File: src/rtl/alu8_pkg.sv
package alu8_pkg;

  typedef enum logic [3:0] {
    OP_ADD = 4'd0,
    OP_ADC = 4'd1,
    OP_SUB = 4'd2,
    OP_SBC = 4'd3,
    OP_DAA = 4'd4,
    OP_AND = 4'd5,
    OP_OR  = 4'd6,
    OP_XOR = 4'd7,
    OP_CPL = 4'd8,
    OP_RL  = 4'd9,
    OP_RR  = 4'd10,
    OP_RLC = 4'd11,
    OP_RRC = 4'd12,
    OP_INC = 4'd13,
    OP_DEC = 4'd14,
    OP_NOP = 4'd15
  } alu_op_e;

  localparam int FL_C  = 0;
  localparam int FL_AC = 1;
  localparam int FL_Z  = 2;
  localparam int FL_OV = 3;
  localparam int FL_PD = 4;
  localparam int FL_TO = 5;
  localparam int NUM_ARITH_FLAGS = 4;

  typedef struct packed {
    logic ov_we;
    logic z_we;
    logic ac_we;
    logic c_we;
    logic ov;
    logic z;
    logic ac;
    logic c;
  } flag_upd_t;

endpackage

File: src/rtl/alu8_addsub.sv
module alu8_addsub #(
  parameter int DW  = 8,
  parameter int NIB = 4
) (
  input  logic [DW-1:0] a,
  input  logic [DW-1:0] b,
  input  logic          sub,
  input  logic          cin,
  output logic [DW-1:0] sum,
  output logic          c_out,
  output logic          ac_out,
  output logic          ov_out
);
  logic [DW-1:0]  bx;
  logic [DW:0]    full;
  logic [NIB:0]   low;
  logic [DW-1:0]  below_top;

  assign bx = sub ? ~b : b;

  always_comb begin
    full      = {1'b0, a} + {1'b0, bx} + {{DW{1'b0}}, cin};
    low       = {1'b0, a[NIB-1:0]} + {1'b0, bx[NIB-1:0]} + {{NIB{1'b0}}, cin};
    below_top = {1'b0, a[DW-2:0]} + {1'b0, bx[DW-2:0]} + {{(DW-1){1'b0}}, cin};
  end

  assign sum    = full[DW-1:0];
  assign c_out  = full[DW];
  assign ac_out = low[NIB];
  assign ov_out = below_top[DW-1] ^ full[DW];
endmodule

File: src/rtl/alu8_daa.sv
module alu8_daa #(
  parameter int DW  = 8,
  parameter int NIB = 4
) (
  input  logic [DW-1:0] a,
  input  logic          c_in,
  input  logic          ac_in,
  output logic [DW-1:0] res,
  output logic          c_out
);
  localparam int HI_LSB = DW - NIB;
  localparam logic [NIB-1:0] DIGIT_MAX = NIB'(9);
  localparam logic [NIB-1:0] ADJ       = NIB'(6);

  logic          lo_fix, hi_fix;
  logic [DW-1:0] adj;
  logic [DW:0]   tot;

  assign lo_fix = (a[NIB-1:0] > DIGIT_MAX) | ac_in;
  assign hi_fix = (a[DW-1:HI_LSB] > DIGIT_MAX) | c_in;

  always_comb begin
    adj = '0;
    if (lo_fix) adj[NIB-1:0]     = ADJ;
    if (hi_fix) adj[DW-1:HI_LSB] = ADJ;
    tot = {1'b0, a} + {1'b0, adj};
  end

  assign res   = tot[DW-1:0];
  assign c_out = hi_fix | tot[DW];
endmodule

File: src/rtl/alu8_bitops.sv
module alu8_bitops
  import alu8_pkg::*;
#(
  parameter int DW = 8
) (
  input  alu_op_e       op,
  input  logic [DW-1:0] a,
  input  logic [DW-1:0] b,
  input  logic          c_in,
  output logic [DW-1:0] res,
  output logic          c_out
);
  localparam logic [DW-1:0] ONE = DW'(1);

  always_comb begin
    res   = '0;
    c_out = c_in;
    case (op)
      OP_AND: res = a & b;
      OP_OR:  res = a | b;
      OP_XOR: res = a ^ b;
      OP_CPL: res = ~a;
      OP_RL:  res = {a[DW-2:0], a[DW-1]};
      OP_RR:  res = {a[0], a[DW-1:1]};
      OP_RLC: begin
        res   = {a[DW-2:0], c_in};
        c_out = a[DW-1];
      end
      OP_RRC: begin
        res   = {c_in, a[DW-1:1]};
        c_out = a[0];
      end
      OP_INC: res = a + ONE;
      OP_DEC: res = a - ONE;
      default: res = '0;
    endcase
  end
endmodule

File: src/rtl/alu8_status_reg.sv
module alu8_status_reg
  import alu8_pkg::*;
#(
  parameter int SW = 8
) (
  input  logic          clk,
  input  logic          rst,
  input  logic          upd_en,
  input  flag_upd_t     upd,
  input  logic          wr,
  input  logic [SW-1:0] wdata,
  input  logic          halt,
  input  logic          clrwdt,
  input  logic          wdt_to,
  output logic [SW-1:0] status
);
  logic c_q, ac_q, z_q, ov_q, pd_q, to_q;
  logic unused_wdata_hi;

  assign unused_wdata_hi = ^wdata[SW-1:NUM_ARITH_FLAGS];

  always_ff @(posedge clk) begin
    if (rst) begin
      c_q  <= 1'b0;
      ac_q <= 1'b0;
      z_q  <= 1'b0;
      ov_q <= 1'b0;
    end else if (wr) begin
      c_q  <= wdata[FL_C];
      ac_q <= wdata[FL_AC];
      z_q  <= wdata[FL_Z];
      ov_q <= wdata[FL_OV];
    end else if (upd_en) begin
      if (upd.c_we)  c_q  <= upd.c;
      if (upd.ac_we) ac_q <= upd.ac;
      if (upd.z_we)  z_q  <= upd.z;
      if (upd.ov_we) ov_q <= upd.ov;
    end
  end

  always_ff @(posedge clk) begin
    if (rst) begin
      pd_q <= 1'b0;
      to_q <= 1'b0;
    end else begin
      if (clrwdt)    pd_q <= 1'b0;
      else if (halt) pd_q <= 1'b1;
      if (clrwdt || halt) to_q <= 1'b0;
      else if (wdt_to)    to_q <= 1'b1;
    end
  end

  always_comb begin
    status        = '0;
    status[FL_C]  = c_q;
    status[FL_AC] = ac_q;
    status[FL_Z]  = z_q;
    status[FL_OV] = ov_q;
    status[FL_PD] = pd_q;
    status[FL_TO] = to_q;
  end

  assert_wr_keeps_sys_R10: assert property (@(posedge clk) disable iff (rst)
    (wr && !halt && !clrwdt && !wdt_to) |=> status[FL_TO:FL_PD] == $past(status[FL_TO:FL_PD]))
    else $error("status write altered sleep/watchdog flags");

  assert_wr_loads_low_R10: assert property (@(posedge clk) disable iff (rst)
    wr |=> status[FL_OV:FL_C] == $past(wdata[FL_OV:FL_C]))
    else $error("status write did not load flags");

  assert_halt_sets_pd_R11: assert property (@(posedge clk) disable iff (rst)
    (halt && !clrwdt) |=> (status[FL_PD] && !status[FL_TO]))
    else $error("HALT effect wrong");

  assert_clrwdt_clears_R11: assert property (@(posedge clk) disable iff (rst)
    clrwdt |=> (!status[FL_PD] && !status[FL_TO]))
    else $error("CLR WDT effect wrong");

  assert_timeout_sets_to_R12: assert property (@(posedge clk) disable iff (rst)
    (wdt_to && !halt && !clrwdt) |=> status[FL_TO])
    else $error("timeout did not set watchdog flag");
endmodule

File: src/rtl/alu8_status_unit.sv
module alu8_status_unit
  import alu8_pkg::*;
#(
  parameter int DW  = 8,
  parameter int NIB = 4,
  parameter int OPW = 4
) (
  input  logic           clk,
  input  logic           rst,
  input  logic           op_en,
  input  logic [OPW-1:0] op_code,
  input  logic [DW-1:0]  opnd_a,
  input  logic [DW-1:0]  opnd_b,
  input  logic           halt_stb,
  input  logic           clrwdt_stb,
  input  logic           wdt_to_stb,
  input  logic           st_wr,
  input  logic [DW-1:0]  st_wdata,
  output logic [DW-1:0]  result,
  output logic [DW-1:0]  status
);
  alu_op_e       opc;
  logic          c_cur, ac_cur;
  logic          as_sub, as_cin;
  logic [DW-1:0] as_sum, daa_res, bit_res, res_d;
  logic          as_c, as_ac, as_ov, daa_c, bit_c, load;
  flag_upd_t     upd;

  assign opc    = alu_op_e'(op_code);
  assign c_cur  = status[FL_C];
  assign ac_cur = status[FL_AC];

  always_comb begin
    as_sub = (opc == OP_SUB) || (opc == OP_SBC);
    case (opc)
      OP_ADC, OP_SBC: as_cin = c_cur;
      OP_SUB:         as_cin = 1'b1;
      default:        as_cin = 1'b0;
    endcase
  end

  alu8_addsub #(.DW(DW), .NIB(NIB)) u_addsub (
    .a(opnd_a), .b(opnd_b), .sub(as_sub), .cin(as_cin),
    .sum(as_sum), .c_out(as_c), .ac_out(as_ac), .ov_out(as_ov)
  );

  alu8_daa #(.DW(DW), .NIB(NIB)) u_daa (
    .a(opnd_a), .c_in(c_cur), .ac_in(ac_cur), .res(daa_res), .c_out(daa_c)
  );

  alu8_bitops #(.DW(DW)) u_bitops (
    .op(opc), .a(opnd_a), .b(opnd_b), .c_in(c_cur), .res(bit_res), .c_out(bit_c)
  );

  always_comb begin
    upd   = '0;
    load  = 1'b1;
    res_d = bit_res;
    case (opc)
      OP_ADD, OP_ADC, OP_SUB, OP_SBC: begin
        res_d     = as_sum;
        upd.c_we  = 1'b1;
        upd.ac_we = 1'b1;
        upd.z_we  = 1'b1;
        upd.ov_we = 1'b1;
        upd.c     = as_c;
        upd.ac    = as_ac;
        upd.ov    = as_ov;
      end
      OP_DAA: begin
        res_d    = daa_res;
        upd.c_we = 1'b1;
        upd.c    = daa_c;
      end
      OP_AND, OP_OR, OP_XOR, OP_CPL, OP_INC, OP_DEC: upd.z_we = 1'b1;
      OP_RLC, OP_RRC: begin
        upd.c_we = 1'b1;
        upd.c    = bit_c;
      end
      OP_RL, OP_RR: ;
      default: load = 1'b0;
    endcase
    upd.z = (res_d == '0);
  end

  always_ff @(posedge clk) begin
    if (rst)                result <= '0;
    else if (op_en && load) result <= res_d;
  end

  alu8_status_reg #(.SW(DW)) u_status (
    .clk(clk), .rst(rst), .upd_en(op_en), .upd(upd),
    .wr(st_wr), .wdata(st_wdata),
    .halt(halt_stb), .clrwdt(clrwdt_stb), .wdt_to(wdt_to_stb),
    .status(status)
  );

  assert_idle_holds_R13: assert property (@(posedge clk) disable iff (rst)
    (!op_en || op_code == OP_NOP) |=> result == $past(result))
    else $error("result changed without an operation");

  assert_plain_rotate_no_flags_R8: assert property (@(posedge clk) disable iff (rst)
    (op_en && !st_wr && (op_code == OP_RL || op_code == OP_RR))
      |=> status[FL_OV:FL_C] == $past(status[FL_OV:FL_C]))
    else $error("plain rotate changed a flag");

  assert_logic_only_z_R7: assert property (@(posedge clk) disable iff (rst)
    (op_en && !st_wr && (op_code == OP_AND || op_code == OP_OR || op_code == OP_XOR ||
                          op_code == OP_CPL || op_code == OP_INC || op_code == OP_DEC))
      |=> {status[FL_OV], status[FL_AC], status[FL_C]} ==
          $past({status[FL_OV], status[FL_AC], status[FL_C]}))
    else $error("logic/inc/dec changed C, AC or OV");

  assert_add_carry_R2: assert property (@(posedge clk) disable iff (rst)
    (op_en && !st_wr && op_code == OP_ADD)
      |=> status[FL_C] == (({1'b0, $past(opnd_a)} + {1'b0, $past(opnd_b)}) > {1'b0, {DW{1'b1}}}))
    else $error("add carry wrong");
endmodule

File: config.mk
export PLATFORM = sky130hd
export DESIGN_NAME = alu8_status_unit
export DESIGN_NICKNAME = d
export VERILOG_FILES = /design/src/rtl/alu8_pkg.sv /design/src/rtl/alu8_addsub.sv /design/src/rtl/alu8_daa.sv /design/src/rtl/alu8_bitops.sv /design/src/rtl/alu8_status_reg.sv /design/src/rtl/alu8_status_unit.sv
export SDC_FILE = /design/constraint.sdc
export NUM_CORES = 1
export LEC_CHECK = 0
export ABC_AREA = 1
export BUFFER_PORTS_ARGS = -buffer_cell sky130_fd_sc_hd__buf_4
export CAP_MARGIN = 20
export CORE_MARGIN = 2
export CORE_UTILIZATION = 55
export DETAILED_ROUTE_END_ITERATION = 10
export PLACE_DENSITY_LB_ADDON = 0.2
export SYNTH_ARGS = -nofsm -noshare
export SYNTH_HDL_FRONTEND = slang
export SYNTH_SLANG_ARGS = --single-unit
File: constraint.sdc
create_clock -name clk -period 6 [get_ports clk]
set_clock_uncertainty 0.1 [all_clocks]
set_input_delay 0.3 -clock clk [delete_from_list [all_inputs] [get_ports clk]]
set_output_delay 0.3 -clock clk [all_outputs]
set_load 0.02 [all_outputs]
* After elaboration in Yosys (flattened, before gate mapping)
Index checks and enable logic that the tools add are counted.
** Storage, ports and cells
- Bits of input ports :: 35
- Logic and storage cells :: 88
- Memory bits (read-only) :: 0
- Register bits :: 14
- Memories kept :: 0
- Memory bits (writable) :: 0
- Bits in latches :: 0
** Operators by class
- Bitwise logic cells :: 9
- Multiplexer cells :: 26
- Add/sub/neg operators :: 9
- Shifts and indexed selects :: 0
- Div/mod/pow operators :: 0
- Equality and inequality tests :: 15
- Order comparisons :: 2
- Reduce and logical (&&, ||, !) cells :: 20
- $mul :: 0
** Operator list (number)
- one-hot mux 8 bit (10 select lines) :: 1
- == test 4 bit (second input constant) :: 7
- 2-to-1 mux 1 bit :: 18
- == test 4 x 3 -> 1 bit (second input constant) :: 4
- NOT 8 bit :: 2
- one-hot mux 8 bit (2 select lines) :: 1
- OR reduction 15 bit :: 1
- OR reduction 10 bit :: 1
- adder 8 x 7 -> 9 bit :: 1
- adder 8 x 8 -> 9 bit :: 1
- adder 9 x 1 -> 9 bit :: 1
- adder 7 x 7 -> 8 bit :: 1
- adder 8 x 1 -> 8 bit :: 1
- adder 8 x 1 -> 8 bit (second input constant) :: 1
- AND 8 bit :: 1
- == test 4 x 2 -> 1 bit (second input constant) :: 2
- > comparator 4 bit (second input constant) :: 2
- zero test 8 bit :: 1
- 2-to-1 mux 8 bit :: 1
- OR 8 bit :: 1
- nonzero test 2 bit :: 4
- OR reduction 2 bit :: 4
- subtractor 8 x 1 -> 8 bit (second input constant) :: 1
- XOR 8 bit :: 1
- other kinds (16) :: 22

* Logic depth before layout (Yosys ltp)
Gate-level depths: netlist (run 1).
- Depth after elaboration :: 10
- Gate-level depth with buffers :: 20

* By module
Synthesis (run 1) repeated with hierarchy kept, for this count alone.
** Unflattened totals
- Cell total of the unflattened synthesis :: 520
- Area total of the unflattened synthesis :: 2940.3 um^2
** Modules (own cells, without submodules)
- alu8_bitops :: times used 1, cells an instance 194, area an instance 1088.5 um^2
- alu8_status_unit :: times used 1, cells an instance 124, area an instance 670.6 um^2
- alu8_addsub :: times used 1, cells an instance 89, area an instance 515.5 um^2
- alu8_status_reg :: times used 1, cells an instance 64, area an instance 390.4 um^2
- alu8_daa :: times used 1, cells an instance 49, area an instance 275.3 um^2

* Worst setup path before layout (run 1)
OpenSTA, ideal clock, no wires.
- Kind :: input -> register
- Start :: input port op_code[2]
- End :: register u_status.ov_q
- Cell stages on the path :: 14
- Data required time :: 5.781 ns
- Setup slack :: 2.896 ns
- Library setup time :: 0.119 ns
- Path buffers :: 0
- Data arrival time :: 2.885 ns
- Path through :: nor2_1 > nand2_1 > xor2_1 > fa_1 > fa_1 > nand4_1 > nand3_1 > nand2_1 > nand2_1 > a21oi_1 > inv_1 > or2_2 > nand4_1 > a21oi_1
** On the way
- Cells in the longest elaborated chain, start to end :: 10
- Elaborated cells on any way between the ends :: 21
** RTL lines
- start, declared :: RTL line alu8_status_unit.sv:11 : input logic [OPW-1:0] op_code,
- == test 4 x 2 -> 1 bit :: RTL line alu8_status_unit.sv:34, alu8_status_unit.sv:35, alu8_status_unit.sv:59
- logical OR 1 bit :: RTL line alu8_status_unit.sv:34 : as_sub = (opc == OP_SUB) || (opc == OP_SBC);
- 2-to-1 mux 8 bit :: RTL line alu8_addsub.sv:19 : assign bx = sub ? ~b : b;
- adder 8 x 8 -> 9 bit or adder 7 x 7 -> 8 bit (tied branches) :: RTL line alu8_addsub.sv:22, alu8_addsub.sv:24
- adder 9 x 1 -> 9 bit or adder 8 x 1 -> 8 bit (tied branches) :: RTL line alu8_addsub.sv:22, alu8_addsub.sv:24
- XOR 1 bit :: RTL line alu8_addsub.sv:30 : assign ov_out = below_top[DW-1] ^ full[DW];
- 2-to-1 mux 1 bit :: RTL line alu8_status_unit.sv:59 : case (opc)
- 2-to-1 mux 1 bit :: RTL line alu8_status_reg.sv:37 : if (upd.ov_we) ov_q <= upd.ov;
- 2-to-1 mux 1 bit :: RTL line alu8_status_reg.sv:33 : end else if (upd_en) begin
- 2-to-1 mux 1 bit :: RTL line alu8_status_reg.sv:28 : end else if (wr) begin
- end signal, assigned :: RTL line alu8_status_reg.sv:32 : ov_q <= wdata[FL_OV];
- end signal, assigned :: RTL line alu8_status_reg.sv:37
- end, declared :: RTL line alu8_status_reg.sv:17 : logic c_q, ac_q, z_q, ov_q, pd_q, to_q;
Several ways; a longest one is shown, not always the timed one. The select of a mux whose other input is x is not followed.
A chain may end at the register's enable or synchronous reset.

* Worst setup path after layout (run 1)
- Start :: input port op_code[2]
- End :: register u_status.z_q
** On the way
- Cells in the longest elaborated chain, start to end :: 10
- Elaborated cells on any way between the ends :: 32
** RTL lines
- == test 4 x 2 -> 1 bit :: RTL line alu8_status_unit.sv:34, alu8_status_unit.sv:35, alu8_status_unit.sv:59
- logical OR 1 bit :: RTL line alu8_status_unit.sv:34
- 2-to-1 mux 8 bit :: RTL line alu8_addsub.sv:19
- adder 8 x 8 -> 9 bit :: RTL line alu8_addsub.sv:22 : full = {1'b0, a} + {1'b0, bx} + {{DW{1'b0}}, cin};
- adder 9 x 1 -> 9 bit :: RTL line alu8_addsub.sv:22
- one-hot mux 8 bit (2 select lines) :: RTL line alu8_status_unit.sv:59
- zero test 8 bit :: RTL line alu8_status_unit.sv:83 : upd.z = (res_d == '0);
- 2-to-1 mux 1 bit :: RTL line alu8_status_reg.sv:36 : if (upd.z_we) z_q <= upd.z;
- 2-to-1 mux 1 bit :: RTL line alu8_status_reg.sv:33
- 2-to-1 mux 1 bit :: RTL line alu8_status_reg.sv:28
- end signal, assigned :: RTL line alu8_status_reg.sv:31 : z_q <= wdata[FL_Z];
- end signal, assigned :: RTL line alu8_status_reg.sv:36
- end, declared :: RTL line alu8_status_reg.sv:17
Several ways; a longest one is shown, not always the timed one. The select of a mux whose other input is x is not followed.

==> flow_metrics.tcl, run 1 <==
set metrics [dict create \
    rsz0062_at_grt "no" \
    r2r-start "u_status.c_q" \
    worstPathCellList "buf_4, nor2_1, buf_4, nand2_1, xor2_1, fa_1, fa_1, xnor2_1, o22ai_1, inv_1, nand3_1, nor2_1, nand2_1, nor2_1, nand2_1, nor2_1, nand3_1, a21oi_1" \
    startpoint "op_code[2]" \
    cts_tree "built" \
    grt_remaining_overflow 0 \
    r2r_end "u_status.z_q" \
    synth_compound_area_frac 0.161 \
    drive_gt1_frac 0.143 \
    dpl-instance-area_um2 2830 \
    antenna_left 0 \
    worst_pin_slew_ps 623 \
    status "finished, final reports clean" \
    synth_cells 424 \
    ys_ff_latch 14 \
    max_slew_margin 0.583 \
    yosys.area_share.simple 0.365 \
    cts-resized-gates 0 \
    routed_wl_mm 7.15 \
    port_buffers 44 \
    drt_pre_antenna_iters 5 \
    synth-seq-area-share 0.112 \
    busiest_layer "met2" \
    vias 2859 \
    cts.sinks 14 \
    drc 0 \
    final_cell_mix "nand2_1, inv_1, nor2_1, buf_4, nand3_1" \
    hold_end "u_status.to_q" \
    antenna_cells 0 \
    htreeDepth 1 \
    rows 24 \
    layout_commonest_cell "nand2_1" \
    hpwl_mm 5.74 \
    final-max-slew-violation-count 0 \
    avgSynthCellArea_um2 5.91 \
    power_leakage_nw 1.58 \
    synth_top_area_share 0.162 \
    hold_viol 0 \
    clk_pin_slew_ps 60 \
    min_from "halt_stb" \
    max_cap_viol_count 0 \
    reg2reg_depth 15 \
    use_met2 0.443 \
    clk-insertion-delay-late_ps 250 \
    nets 529 \
    post-cts-setup-buffer-count 0 \
    synthMuxAreaShare 0 \
    via_per_inst 5.56 \
    yosysUniqueCellTypes 37 \
    ir_worst_vdd_mv 0.206 \
    yosys_warnings 0 \
    fillers 429 \
    cp_common_cell "nor2_1" \
    seqPwrFrac 0.257 \
    wire_per_inst_um 13.9 \
    die_x_um 71.5 \
    clock_power_share 0.225 \
    ys_top_cells_by_area "nand2_1, ha_1, dfxtp_1" \
    yosys.area_share.xor_xnor 0.0624 \
    grt_pass1_wl_mm 11.8 \
    stdcell_count 514 \
    critPathMaxStageDelay_ps 500 \
    postCtsHoldBufs 0 \
    worstPathArrival_ps 3450 \
    yosysTopAreaCell "nand2_1" \
    syn_area_um2 2510 \
    syn_to_final_growth_pct 15.2 \
    dieArea_um2 5120 \
    numCtsBuffers 3 \
    worstSetupStartpointType "primary input" \
    finalSetupTns_ps 0 \
    dp_slack_ps 2440 \
    cts.path.max_buffers 2 \
    min_path_type "primary input to register" \
    placedCellCount 510 \
    min_period_over_period 0.561 \
    root_buffer "clkbuf_8" \
    internal_power_uw 239 \
    worst-path-max-fanout 9 \
    met3_usage 0.0450 \
    die_y_um 71.5 \
    p_per_area_nw_per_um2 142 \
    whs_ps 113 \
    synth_adder_area_share 0.164 \
    endpoint_kind "register" \
    swShare 0.417 \
    fmax_ghz 0.297 \
    io_pins 51 \
    power_frac_comb 0.518 \
    grt_util_met1 0.422 \
    path_buf_inv 3 \
    synth_top_family_by_area "simple AND/OR/NAND/NOR gates" \
    slowest_stage "fa_1" \
    grt_pass1_vias 2526 \
    place.gp.congestion 0.932 \
    switching_power_uw 171 \
    setup_violations 0 \
    hold_depth 2 \
    ff2ff_setup_slack_ps 3160 \
    drt-initial-drc-count 322 \
    stdcell_area_um2 2890 \
    worstSetupPathType "primary input to register" \
    worst_slack_ps 2630 \
    period_minus_slack_ps 3370 \
    antenna_found_initial 0 \
    crit_family "simple AND/OR/NAND/NOR gates" \
    floorplan.initialDensity 0.572 \
    coreArea_um2 4380 \
    cp.required_ps 6080 \
    grt_usage 0.286 \
    grt_max_degree 12 \
]
==> routing by layer <==
layer | part of all wire | vias to the layer above | routed length (µm)
li1 | - | 1439 | -
met1 | 0.44 | 1280 | 3170
met2 | 0.45 | 126 | 3220
met3 | 0.087 | 14 | 625
met4 | 0.017 | 0 | 124
met5 | 0 | - | 0
==> power by group through the flow <==
stage | Clock, mW | Combinational (mW) | Sequential (mW)
6_report | 0.0924 | 0.212 | 0.106
3_3_place_gp | 0 | 0.205 | 0.107
3_5_place_dp | 0 | 0.208 | 0.107
5_1_grt | 0.0988 | 0.238 | 0.106
2_1_floorplan | 0 | 0.138 | 0.113
4_1_cts | 0.0936 | 0.210 | 0.105
==> logic make-up (layout without fill, tap and decap cells) <==
group                    count (synthesis)  after routing
AO/OA/AOI/OAI                           70             70
XOR/XNOR                                17             17
adder cells (fa/ha/maj)                 31             31
buffers and inverters                   81            118
flip-flops                              14             14
other                                    1              2
AND/OR/NAND/NOR                        210            210
==> state kept, by name (all words and copies together) (netlist names) <==
signal / count
u_status.ov_q: 1
u_status.pd_q: 1
u_status.ac_q: 1
result: 8
u_status.c_q: 1
u_status.to_q: 1
u_status.z_q: 1
==> Yosys cell counts <==
master     count
a21oi_1       25
o2bb2ai_1      1
nand2_1      108
nor3b_1        2
xor2_1        15
buf_2          1
nor2_4         1
a211oi_1       2
o22ai_1        4
nand2_2        3
ha_1          28
xnor2_1        1
o211ai_1       7
or2_2          3
o21ai_0       23
nand3b_1       1
inv_1         61
nor2_1        48
o2111ai_1      3
nor2_8         1
o31ai_1        1
xor2_2         1
clkbuf_1       2
clkinv_1       2
o21ai_1        2
nand3_1       29
fa_1           3
conb_1         1
nand3_2        1
inv_2          6
dfxtp_1       14
nor3_1         3
nand4_1        8
nor4_1         1
nand2_4        1
a41oi_1        2
buf_4          9
==> stage by stage <==
stage | total power [mW] | util
after global placement | 0.312 | 0.646
after floorplan | 0.251 | -
final | 0.410 | 0.659
after CTS | 0.409 | 0.659
after global routing | 0.443 | 0.659
after detailed placement | 0.316 | 0.646
==> worst reg2reg max path: stages, from the launching register on <==
cell      delay, ps
dfxtp_1         330
inv_1           140
a211oi_1        110
fa_1            460
fa_1            440
xnor2_1         240
o22ai_1         110
inv_1            90
nand3_1         150
nor2_1          120
nand2_1          60
nor2_1          100
nand2_1          50
nor2_1           80
nand3_1          70
a21oi_1         120
==> area by class of cell <==
type                       instances  area, µm²  share of cell area
sequential                        14        280              0.0970
inverter                          69        259              0.0896
tap                               52       65.1              0.0225
clock buffer                       4       55.1              0.0191
multi-input combinational        330       1890               0.655
timing repair buffer              45        338               0.117
==> how the worst max path moves through the flow <==
stage,end,cells past startpoint
after CTS,u_status.z_q,18
after floorplan,u_status.ov_q,14
after global placement,u_status.z_q,18
final,u_status.z_q,18
after global routing,u_status.z_q,18
after detailed placement,u_status.z_q,18
Power figures use the tool's default switching activity.
==> inputs of run 2 (changes only) <==
clock period = 3.1 ns   (was 6 ns; I/O delays follow)
==> run 2 against run 1 <==
First-iteration DRC count fell by 14%; die area unchanged; final cell count is 0.97% higher; via count decreased by 0.52%; critical path type is now register to register; largest power group unchanged; highest routed layer unchanged.
==> flow_metrics.tcl, run 2 (synthesized netlist as in run 1, its figures left out) <==
set metrics [dict create \
    port_buffers 44 \
    ir_worst_vdd_mv 0.336 \
    p_total_uw 805 \
    cts.sinks 14 \
    layout_commonest_cell "nand2_1" \
    die_x_um 71.5 \
    coreArea_um2 4380 \
    max_slew_margin 0.543 \
    antenna_left 0 \
    endpoint_kind "register" \
    nets 534 \
    min_from "clrwdt_stb" \
    worstPathCellList "inv_1, a211oi_1, fa_1, fa_1, xnor2_1, o22ai_1, inv_1, nand3_1, nor2_1, nand2_1, nor2_1, nand2_1, nor2_1, nand3_1, a21oi_1" \
    cp.required_ps 3180 \
    cts-resized-gates 0 \
    hold_depth 3 \
    hold_end "u_status.pd_q" \
    htreeDepth 1 \
    setup_violations 0 \
    floorplan.initialDensity 0.572 \
    critPathMaxStageDelay_ps 450 \
    worstPathArrival_ps 2830 \
    clk_pin_slew_ps 60 \
    numCtsBuffers 3 \
    finalSetupTns_ps 0 \
    cp_common_cell "nor2_1" \
    via_per_inst 5.48 \
    slowest_stage "fa_1" \
    drc 0 \
    grt_max_degree 12 \
    largest-register "result" \
    place.gp.congestion 0.931 \
    antenna_found_initial 0 \
    worstSetupStartpointType "register" \
    r2r-start "u_status.c_q" \
    status "finished, final reports clean" \
    grt_usage 0.296 \
    final_cell_mix "nand2_1, inv_1, buf_4, nor2_1, nand3_1" \
    grt_remaining_overflow 0 \
    min_path_type "primary input to register" \
    worst_pin_slew_ps 683 \
    die_y_um 71.5 \
    min_period_over_period 0.888 \
    syn_to_final_growth_pct 16.8 \
    drt-initial-drc-count 278 \
    hpwl_mm 5.89 \
    power_leakage_nw 1.61 \
    cts_tree "built" \
    reg2reg_depth 15 \
    antenna_cells 0 \
    worstSetupPathType "register to register" \
    wire_per_inst_um 14.1 \
    worst-path-max-fanout 4 \
    p_per_area_nw_per_um2 275 \
    drive_gt1_frac 0.150 \
    drt_pre_antenna_iters 4 \
    max_cap_viol_count 0 \
    routed_wl_mm 7.34 \
    grt_pass1_vias 2561 \
    ff2ff_setup_slack_ps 350 \
    final-max-slew-violation-count 0 \
    io_pins 51 \
    period_minus_slack_ps 2750 \
    rows 24 \
    clk-insertion-delay-late_ps 250 \
    largest_reg_flops 8 \
    fmax_ghz 0.363 \
    r2r_end "u_status.z_q" \
    grt_pass1_wl_mm 12.1 \
    vias 2844 \
    cts.path.max_buffers 2 \
    dieArea_um2 5120 \
    root_buffer "clkbuf_8" \
    rsz0062_at_grt "no" \
    hold_viol 0 \
]
run 2: cell types whose count changed in the layout (fill, tap and decap cells not counted):
cell	change
buf_4	+4
dlygate4sd3_1	+1
run 2: worst max-delay path, delay by kind of cell (launching register included):
kind	cells	cell delay, ps
adders and majority gates	2	880
AOI/OAI and AO/OA	3	330
xor gates and xnor gates	1	210
DFF	1	330
and+or+nand+nor	7	620
buffers and inverters	2	220
run 2: timing repair:
| action | CTS | global route |
|---|---|---|
| hold buffers | 1 | 0 |
| hold endpoints to repair | 1 | 0 |
| buffers inserted | 0 | 0 |
run 2: how the worst max path moves through the flow:
stage                      start       endpoint  slack [ps]  cells past startpoint
CTS                 u_status.c_q   u_status.z_q         380                     15
floorplan             op_code[2]  u_status.ov_q         140                     14
finish              u_status.c_q   u_status.z_q         350                     15
global placement      op_code[2]   u_status.z_q         310                     17
global route        u_status.c_q   u_status.z_q         160                     15
detailed placement    op_code[2]   u_status.z_q         250                     17
run 2: final cells by class:
type | count | area [µm²]
timing repair buffer | 50 | 378
sequential | 14 | 280
inverter | 69 | 259
fill | 409 | 1460
multi-input combinational | 330 | 1890
tap | 52 | 65.1
clock buffer | 4 | 55.1
run 2: layer usage:
metal  routed length [µm]  part of all wire  track usage
met1                 3410              0.46        0.422
met2                 3490              0.48        0.491
met3                  415             0.057       0.0408
met4                   28            0.0038       0.0377
met5                    0                 0            0
run 2: power breakdown:
group	switching [mW]	internal, mW	total [mW]
Combinational	0.260	0.159	0.419
Clock	0.0689	0.113	0.182
Sequential	0.00856	0.195	0.204
run 2: through the flow:
step / hold WS [ps] / instances / worst slack (ps) / util / instance area (µm²)
2_1_floorplan: 132 / 425 / 141 / - / 2510
3_3_place_gp: 231 / 514 / 313 / 0.653 / 2860
3_5_place_dp: 231 / 514 / 250 / 0.653 / 2860
4_1_cts: 44.8 / 519 / 379 / 0.668 / 2930
5_1_grt: 58.6 / 519 / 163 / 0.668 / 2930
6_report: 43.7 / 519 / 349 / 0.668 / 2930
==> inputs of run 3 (changes only) <==
ABC_AREA = unset   (was 1)
BUFFER_PORTS_ARGS = unset   (was -buffer_cell sky130_fd_sc_hd__buf_4)
CORE_ASPECT_RATIO = 1.5   (was unset)
DONT_BUFFER_PORTS = 1   (was unset)
==> run 3 against run 2 <==
Final area decreased by 9.4%; via count decreased by 12%; flip-flop and latch count unchanged; synthesized cell count decreased by 20%; clock-buffer cell count decreased by 1; non-clock buffer count decreased by 38; largest cell class unchanged.
==> flow_metrics.tcl, run 3 <==
set metrics [dict create \
    drc 0 \
    switching_power_uw 270 \
    grt_pass1_vias 2385 \
    hold_depth 2 \
    fin_util 0.584 \
    numCtsBuffers 3 \
    ir_worst_vdd_mv 0.100 \
    floorplan.initialDensity 0.575 \
    hold_viol 0 \
    min_period_over_period 0.909 \
    die_y_um 88.4 \
    status "finished, final reports clean" \
    hpwl_mm 5.48 \
    coreArea_um2 4540 \
    period_minus_slack_ps 2820 \
    r2r-start "u_status.c_q" \
    stdcell_count 388 \
    clk_pin_slew_ps 50 \
    synth.most_common_cell "ha_1" \
    clk-insertion-delay-late_ps 230 \
    fmax_ghz 0.355 \
    power_leakage_nw 1.09 \
    nets 392 \
    antenna_cells 0 \
    placedCellCount 377 \
    ys_ff_latch 14 \
    grt_usage 0.278 \
    worst-path-max-fanout 26 \
    worstSetupStartpointType "primary input" \
    max_slew_margin 0.393 \
    ff2ff_setup_slack_ps 310 \
    dp_slack_ps 118 \
    cts.sinks 14 \
    seqPwrFrac 0.304 \
    wire_per_inst_um 18.5 \
    yosys_warnings 0 \
    syn_to_final_growth_pct 1.63 \
    min_path_type "primary input to register" \
    avgSynthCellArea_um2 7.72 \
    reg2reg_depth 11 \
    drt_pre_antenna_iters 4 \
    grt_pass1_wl_mm 11.3 \
    rsz0062_at_grt "no" \
    p_per_area_nw_per_um2 271 \
    worst_slack_ps 284 \
    finalSetupTns_ps 0 \
    vias 2505 \
    hold_end "u_status.ov_q" \
    routed_wl_mm 7.18 \
    clock_power_share 0.194 \
    final_cell_mix "ha_1, nand2_1, nor2_1, inv_1, xnor2_1" \
    layout_commonest_cell "ha_1" \
    drive_gt1_frac 0.105 \
    antenna_found_initial 0 \
    dpl-instance-area_um2 2530 \
    synth_top_area_share 0.134 \
    via_per_inst 6.46 \
    max_cap_viol_count 0 \
    p_total_uw 718 \
    io_pins 51 \
    antenna_left 0 \
    worstSetupPathType "primary input to register" \
    swShare 0.376 \
    cts.path.max_buffers 2 \
    die_x_um 60.2 \
    grt_max_degree 34 \
    worstPathArrival_ps 2820 \
    synthArstFlopShare 0 \
    dieArea_um2 5320 \
    cts_tree "built" \
    whs_ps 7.23 \
    place.gp.congestion 0.965 \
    rows 30 \
    root_buffer "clkbuf_8" \
    largest-register "result" \
    worst_pin_slew_ps 909 \
    port_buffers 0 \
    drt-initial-drc-count 151 \
    synth-seq-area-share 0.107 \
    startpoint "op_code[3]" \
    endpoint_kind "register" \
    setup_violations 0 \
    stdcell_area_um2 2650 \
    yosysUniqueCellTypes 72 \
    min_from "st_wr" \
    cp.required_ps 3100 \
    htreeDepth 1 \
    synth_flop_cell "dfxtp_1" \
    synth_cells 338 \
    internal_power_uw 448 \
    final-max-slew-violation-count 0 \
    synth_common_cells "ha_1, nand2_1, nor2_1" \
    syn_area_um2 2610 \
    power_frac_comb 0.502 \
    yosysTopAreaCell "ha_1" \
    post-cts-setup-buffer-count 0 \
    largest_reg_flops 8 \
    synth_edf_count 0 \
    ys_top_cells_by_area "ha_1, dfxtp_1, xnor2_1" \
    grt_remaining_overflow 0 \
    r2r_end "u_status.ac_q" \
]
-- run 3: cell types whose count changed after synthesis, moves of 13 or more --
cell / delta
nand2_1: -83
xnor2_1: +19
xor2_1: -13
nand3_1: -20
inv_1: -38
nor2_1: -23
-- run 3: layer usage --
| layer | track usage | vias up | routed length, µm |
|---|---|---|---|
| met5 | 0 | - | 0 |
| li1 | - | 1203 | - |
| met1 | 0.320 | 1186 | 2830 |
| met3 | 0.0249 | 26 | 364 |
| met2 | 0.497 | 90 | 3710 |
| met4 | 0.139 | 0 | 277 |
-- run 3: power by group through the flow --
stage               Combinational, mW  Clock (mW)  Sequential [mW]
finish                          0.360       0.139            0.218
CTS                             0.358       0.142            0.219
floorplan                       0.333           0            0.217
detailed placement              0.345           0            0.222
global placement                0.340           0            0.222
global route                    0.400       0.147            0.221
-- run 3: layout make-up --
cell class | instances | area [µm²]
timing repair buffer | 12 | 110
clock buffer | 3 | 41.3
inverter | 23 | 86.3
multi-input combinational | 272 | 2050
fill | 454 | 1890
sequential | 14 | 280
tap | 64 | 80.1
-- run 3: logic make-up (layout without fill, tap and decap cells) --
family | after synthesis | count (layout) | synth area share
AO/OA/AOI/OAI | 100 | 100 | 0.278
XOR/XNOR | 22 | 22 | 0.0738
adder cells (fa/ha/maj) | 31 | 31 | 0.157
buffers and inverters | 53 | 38 | 0.127
flip-flops | 14 | 14 | 0.107
multiplexers | 10 | 10 | 0.0388
other | 1 | 2 | 0.00144
AND/OR/NAND/NOR | 107 | 107 | 0.217
-- run 3: how the worst max path moves through the flow --
stage	slack [ps]	cells past startpoint	end
global route	190	12	u_status.z_q
finish	280	12	u_status.ac_q
detailed placement	120	12	u_status.z_q
floorplan	-170	15	u_status.ov_q
global placement	140	12	u_status.z_q
CTS	350	12	u_status.z_q
-- run 3: worst max-delay path: stages --
cell and delay (ps):
or2_4 270, nor2_4 140, xnor2_2 90, fa_2 420, fa_2 410, and3_4 170
or2_4 240, nor2_1 100, nor3_1 50, a21oi_1 130, dlygate4sd3_1 590, nor2_1 40
-- run 3: timing repair --
action | CTS | global route
hold buffers | 8 | 0
endpoints found under the hold margin | 14 | 0
gates resized for setup | 0 | 0
